==> config.mk <==
export PLATFORM = sky130hd
export DESIGN_NAME = dma_chan_regs
export DESIGN_NICKNAME = d
export VERILOG_FILES = /design/src/rtl/dma_chan_regs.sv
export SDC_FILE = /design/constraint.sdc
export NUM_CORES = 1
export LEC_CHECK = 0
export ABC_AREA = 1
export CORE_MARGIN = 3
export CORE_UTILIZATION = 45
export CTS_CLUSTER_DIAMETER = 200
export CTS_CLUSTER_SIZE = 12
export DETAILED_ROUTE_END_ITERATION = 8
export PLACE_DENSITY = 0.6
export SLEW_MARGIN = 20
export SYNTH_ARGS = -nofsm -noshare
export SYNTH_HDL_FRONTEND = slang
export SYNTH_SLANG_ARGS = --single-unit
==> constraint.sdc <==
create_clock -name clk -period 3.8 [get_ports clk]
set_clock_uncertainty 0.15 [all_clocks]
set_input_delay 1.14 -clock clk [delete_from_list [all_inputs] [get_ports clk]]
set_output_delay 1.14 -clock clk [all_outputs]
set_load 0.1 [all_outputs]
==> src/rtl/dma_chan_regs.sv <==
module dma_chan_regs #(
  parameter int NCH = 4,
  parameter int AW = 32,
  parameter int CW = 16,
  parameter logic [NCH-1:0] WIDE_CH = 4'b1010
) (
  input  logic            clk,
  input  logic            rst_n,
  input  logic            wr_en,
  input  logic            wide,
  input  logic [3:0]      addr,
  input  logic [15:0]     wr_data,
  output logic [15:0]     rd_data,
  input  logic [NCH-1:0]  ube,
  output logic [2*NCH-1:0] dir_o,
  output logic [NCH-1:0]  dec_o
);
  localparam int SW = $clog2(NCH);

  logic [AW-1:0] cur_adr [NCH];
  logic [AW-1:0] bas_adr [NCH];
  logic [CW-1:0] cur_cnt [NCH];
  logic [CW-1:0] bas_cnt [NCH];
  logic [7:0]    mode_q  [NCH];
  logic [NCH-1:0] fc, fb;
  logic [15:0]   cmd_q;
  logic [SW-1:0] sel_q;
  logic          base_q;

  logic [2:0] word;
  logic w_cnt, w_alo, w_ahi, w_cmd, byte_acc;
  logic sel_hit, cnt_hit, adr_hit, mode_hit, cmd_hit, fix;

  assign word     = addr[3:1];
  assign w_cnt    = wide && word == 3'd1;
  assign w_alo    = wide && word == 3'd2;
  assign w_ahi    = wide && word == 3'd3;
  assign w_cmd    = wide && word == 3'd5;
  assign byte_acc = !(w_cnt || w_alo || w_ahi || w_cmd);
  assign sel_hit  = byte_acc && addr == 4'h0;
  assign cnt_hit  = w_cnt || (byte_acc && word == 3'd1);
  assign adr_hit  = w_alo || w_ahi || (byte_acc && addr[3:2] == 2'b01);
  assign mode_hit = byte_acc && addr == 4'h8;
  assign cmd_hit  = w_cmd || (byte_acc && word == 3'd5);
  assign fix      = WIDE_CH[sel_q] && !ube[sel_q];

  logic [AW-1:0] nxt_ca, nxt_ba;
  logic [CW-1:0] nxt_cc, nxt_bc;

  always_comb begin
    nxt_ca = cur_adr[sel_q];
    nxt_ba = bas_adr[sel_q];
    if (w_alo) begin
      nxt_ca[15:0] = wr_data;
      nxt_ba[15:0] = wr_data;
    end else if (w_ahi) begin
      nxt_ca[31:16] = wr_data;
      nxt_ba[31:16] = wr_data;
    end else begin
      nxt_ca[{addr[1:0], 3'b000} +: 8] = wr_data[7:0];
      nxt_ba[{addr[1:0], 3'b000} +: 8] = wr_data[7:0];
    end
    nxt_cc = cur_cnt[sel_q];
    nxt_bc = bas_cnt[sel_q];
    if (w_cnt) begin
      nxt_cc = wr_data;
      nxt_bc = wr_data;
    end else begin
      nxt_cc[{addr[0], 3'b000} +: 8] = wr_data[7:0];
      nxt_bc[{addr[0], 3'b000} +: 8] = wr_data[7:0];
    end
  end

  always_ff @(posedge clk or negedge rst_n) begin
    if (!rst_n) begin
      for (int i = 0; i < NCH; i++) begin
        cur_adr[i] <= '0;
        bas_adr[i] <= '0;
        cur_cnt[i] <= '0;
        bas_cnt[i] <= '0;
        mode_q[i]  <= '0;
      end
      fc     <= '0;
      fb     <= '0;
      cmd_q  <= '0;
      sel_q  <= '0;
      base_q <= 1'b0;
    end else if (wr_en) begin
      if (sel_hit) begin
        sel_q  <= wr_data[SW-1:0];
        base_q <= wr_data[2];
      end
      if (cmd_hit) begin
        if (w_cmd) cmd_q <= wr_data;
        else       cmd_q[{addr[0], 3'b000} +: 8] <= wr_data[7:0];
      end
      if (adr_hit) begin
        bas_adr[sel_q] <= nxt_ba;
        if (!base_q) cur_adr[sel_q] <= nxt_ca;
      end
      if (cnt_hit) begin
        bas_cnt[sel_q] <= nxt_bc;
        fb[sel_q] <= 1'b1;
        if (!base_q) begin
          cur_cnt[sel_q] <= nxt_cc;
          fc[sel_q] <= 1'b1;
        end
      end
      if (mode_hit) begin
        mode_q[sel_q] <= wr_data[7:0];
        fc[sel_q] <= 1'b0;
        fb[sel_q] <= 1'b0;
        if (fix) begin
          if (fc[sel_q]) cur_cnt[sel_q] <= cur_cnt[sel_q] << 1;
          if (fb[sel_q]) bas_cnt[sel_q] <= bas_cnt[sel_q] << 1;
        end
      end
    end
  end

  genvar c;
  generate
    for (c = 0; c < NCH; c++) begin : g_mode_out
      assign dir_o[2*c +: 2] = mode_q[c][3:2];
      assign dec_o[c]        = mode_q[c][5];
    end
  endgenerate

  logic [AW-1:0] ra;
  logic [CW-1:0] rc;
  logic [7:0]    rbyte, sel_byte;

  assign ra       = base_q ? bas_adr[sel_q] : cur_adr[sel_q];
  assign rc       = base_q ? bas_cnt[sel_q] : cur_cnt[sel_q];
  assign sel_byte = (8'(base_q) << 3) | (8'(1) << sel_q);

  always_comb begin
    case (addr)
      4'h0:    rbyte = sel_byte;
      4'h2:    rbyte = rc[7:0];
      4'h3:    rbyte = rc[15:8];
      4'h4:    rbyte = ra[7:0];
      4'h5:    rbyte = ra[15:8];
      4'h6:    rbyte = ra[23:16];
      4'h7:    rbyte = ra[31:24];
      4'h8:    rbyte = mode_q[sel_q];
      4'hA:    rbyte = cmd_q[7:0];
      4'hB:    rbyte = cmd_q[15:8];
      default: rbyte = 8'h00;
    endcase
    if (w_cnt)      rd_data = rc;
    else if (w_alo) rd_data = ra[15:0];
    else if (w_ahi) rd_data = ra[31:16];
    else if (w_cmd) rd_data = cmd_q;
    else            rd_data = {8'h00, rbyte};
  end

  p_keep_hi_r3: assert property (@(posedge clk) disable iff (!rst_n)
    wr_en && w_alo |=> bas_adr[sel_q][31:16] == $past(bas_adr[sel_q][31:16]));

  p_keep_lo_r3: assert property (@(posedge clk) disable iff (!rst_n)
    wr_en && w_ahi |=> bas_adr[sel_q][15:0] == $past(bas_adr[sel_q][15:0]));

  p_base_only_r5: assert property (@(posedge clk) disable iff (!rst_n)
    wr_en && base_q && adr_hit |=> $stable(cur_adr[sel_q]));

  p_cnt_mark_r6: assert property (@(posedge clk) disable iff (!rst_n)
    wr_en && cnt_hit |=> fb[sel_q]);

  p_mark_clear_r8: assert property (@(posedge clk) disable iff (!rst_n)
    wr_en && mode_hit |=> !fc[sel_q] && !fb[sel_q]);

  p_double_r8: assert property (@(posedge clk) disable iff (!rst_n)
    wr_en && mode_hit && fix && fc[sel_q] |=> cur_cnt[sel_q] == {$past(cur_cnt[sel_q][CW-2:0]), 1'b0});

  p_hi_zero_r10: assert property (@(posedge clk) disable iff (!rst_n)
    byte_acc |-> rd_data[15:8] == 8'h00);
endmodule

==> impl_metrics.ini <==
[drt]
wl_per_cell_microns = 21.7
firstDrtPassIters = 6
drtIter0Drc = 2960
routed_wl_microns = 104000
route.detailed.drc = 0
vias_per_cell = 5.56
ant_nets = 0
vias = 26600

[synthesis]
synthTopCellsByArea = dfrtp_1 43%, nand2_1 28%, o21ai_0 6.9%
muxShareOfSynthArea_pct = 0
synth_top_area_share_pct = 43.1
synth_top_cell_by_area = dfrtp_1
seq_area_frac_synth_pct = 43.1
synth_compound_area_share_pct = 13.1
syn_inst = 3835
yosys_warnings = 0
synthArstFlopShare_pct = 100
synthDistinctLibCells = 40
synthAdderAreaFrac_pct = 0.195
yosysMostFrequentCell = nand2_1
synth_simple_gate_area_share_pct = 36.8
avgSynthCellArea_sq_um = 6.70
synth_top_family_by_area = simple AND/OR/NAND/NOR gates
synth_flop_cell = dfrtp_1
synth_edf_count = 0
synth-seq-cells = 443
yosys.area_share.xor_xnor_pct = 0
synthesis.nets = 3867
synthTopCellsByCount = 1893 x nand2_1, 443 x dfrtp_1, 353 x o21ai_0, 247 x nand3_1, 157 x nor2_1
synthesis.area_sq_um = 25700

[cts]
clock_latency_ns = 0.59
cts_tree = yes
cts.clk_slew.worst_paths_ns = 0.06
cts_buffer_depth = 3
numCtsBuffers = 42
cts-htree-levels = 2
clockRootBuffer = clkbuf_16
clock_sinks = 443

[global_routing]
grt_pass1_vias = 24700
grt_pass1_wl_microns = 157000
track_usage_pct = 34.4
grt_max_degree = 81
antenna_found_initial = 1
gr-total-overflow = 0

[die]
initial_utilization_pct = 46.0
die_area_sq_um = 60000
die_x_microns = 245
io_pins = 56
fp.dieH_microns = 245
fp.coreArea_sq_um = 55800
num_rows = 86

[timing]
max_clock_freq_mhz = 234
fin_ws_ns = -0.470
fin_crit_ns = 4.27
rsz0062_at_grt = true
hold_violations = 0
maxSlewViolCount = 0
worstMarginPinSlew_ns = 0.998
period_share_pct = 112
slew_headroom_pct = 33.0
setup_viol = 16

[critical_path]
crit_path_end = rd_data[4]
crit_required_ns = 2.51
critPathKind = flop to output pin
cp-start-kind = flop
crit_path_end_kind = output pin
cp.arrival_ns = 2.98
startpoint = sel_q[0]
reg2regPathDepth = 11
regToRegEndpoint = bas_cnt[10]
reg2reg_slack_ns = 1.10
regToRegStartpoint = sel_q[0]
crit_fanout = 30

[power]
pwr-share-seq_pct = 36.9
leakage_nw = 16.3
netSwitchingFraction_pct = 41.5
power_frac_comb_pct = 41.3
pwr-share-clk_pct = 21.7
p_switching_mw = 7.31
total_power_mw = 17.6
ir_drop_uv = 394
power_density_nw_per_um2 = 559
cellInternalPower_mw = 10.3

[finish]
drive_gt1_share_pct = 16.2
final_nets = 4056
fin_util_pct = 56.5
syn_to_final_growth_pct = 22.9

[placed_design]
dpl.hpwl_microns = 74600
io_buffers = 53
gp_congestion = 1.01

[outcome]
status = finished with violations
failed_checks = negative setup slack

[flow_run]
max-cap-violations = 0

[min_path]
holdPathStages = 2
holdCritPathClass = flop to flop
==> cell type report <==
| type | count | area [sq um] |
|---|---|---|
| clock buffer | 45 | 1060 |
| clock inverter | 3 | 33.8 |
| tap | 748 | 936 |
| antenna | 1 | 2.50 |
| sequential | 443 | 11100 |
| timing repair buffer | 381 | 3890 |
| multi-input combinational | 3004 | 13900 |
| fill | 5437 | 24300 |
| inverter | 152 | 613 |
==> sequential cells by signal, summed over array words and instances (netlist names), 2 cells and up <==
register / cells
fc: 4
dec_o: 4
sel_q: 2
fb: 4
dir_o: 8
cur_adr: 128
bas_adr: 128
cmd_q: 16
bas_cnt: 64
cur_cnt: 64
mode_q: 20
==> repair_timing <==
item	4_1_cts	5_1_grt
setup buffers	10	4
hold buffers	0	0
resized for setup	187	31
endpoints found under the setup margin	16	16
pin swaps	51	14
cloned	3	0
==> worst max-delay path, cell delays in order, from the launching register on <==
cell and delay (ns):
dfrtp_4 0.58, buf_12 0.20, buf_12 0.17, nand2_1 0.07
nand2_1 0.06, nand2_1 0.07, nand3_1 0.21, nand3_1 0.15
nand2_1 0.10, nor2_4 0.11, nand2_1 0.07, nand2_1 0.06
nand2_1 0.04, nand2_1 0.06, nand2_1 0.06, nand2_2 0.11
nand2_8 0.06, buf_12 0.16
==> through the flow <==
stage	TNS [ns]	cells	hold slack [ns]	area, sq um	worst slack (ns)
CTS	-4.58	4773	0.332	31400	-0.445
global route	-6.10	4776	0.339	31600	-0.586
global placement	-31.72	4712	0.312	29400	-0.948
floorplan	0	3835	0.299	26100	0.00290
detailed placement	-36.51	4712	0.315	29400	-0.942
finish	-4.34	4777	0.326	31600	-0.470
==> per-layer routing <==
metal | wire [microns] | vias to the layer above | global-route usage, %
met1 | 46000 | 12500 | 50.5
met5 | 0 | - | 0
li1 | - | 12600 | -
met3 | 10200 | 210 | 7.47
met2 | 43800 | 1239 | 50.3
met4 | 3870 | 0 | 11.8
==> cells in the final DEF (no fill, tap or decap), types with 7 or more instances in the layout <==
cell type and count:
o2111ai_4 7, o21ai_2 7, nand3_2 73, a21oi_1 131, dfrtp_1 440, nor2_1 137, inv_1 115, o21ai_1 83
nor2_4 25, buf_4 268, clkbuf_16 42, nor2_2 17, o22ai_1 11, nand3_1 161, a21oi_2 8, nand2_1 1854
buf_12 62, and2_1 22, buf_6 20, nand2_2 34, nand2_8 9, o211ai_1 9, clkdlybuf4s50_1 19, nand3_4 13
a22oi_1 15, inv_2 28, o21ai_0 352
==> power groups by stage <==
stage | Combinational, mW | Sequential [mW] | Clock [mW]
6_report | 7.29 | 6.51 | 3.83
5_1_grt | 7.92 | 6.64 | 4.08
4_1_cts | 7.09 | 6.50 | 3.91
3_5_place_dp | 6.79 | 6.56 | 0
3_3_place_gp | 6.77 | 6.55 | 0
2_1_floorplan | 4.06 | 6.37 | 0
==> cell families after synthesis <==
family | Yosys count
flip-flops | 443
AO/OA/AOI/OAI | 638
adder cells (fa/ha/maj) | 4
AND/OR/NAND/NOR | 2362
buffers and inverters | 388
==> worst min-delay path by stage <==
| stage | startpoint | end | slack [ns] |
|---|---|---|---|
| CTS | bas_adr[106] | bas_adr[106] | 0.33 |
| global route | bas_adr[103] | bas_adr[103] | 0.34 |
| finish | bas_adr[72] | bas_adr[72] | 0.33 |
| global placement | bas_adr[46] | bas_adr[46] | 0.31 |
| detailed placement | bas_adr[121] | bas_adr[121] | 0.32 |
| floorplan | cur_adr[32] | cur_adr[32] | 0.30 |
Note: power is estimated with default switching activity, not from simulation.
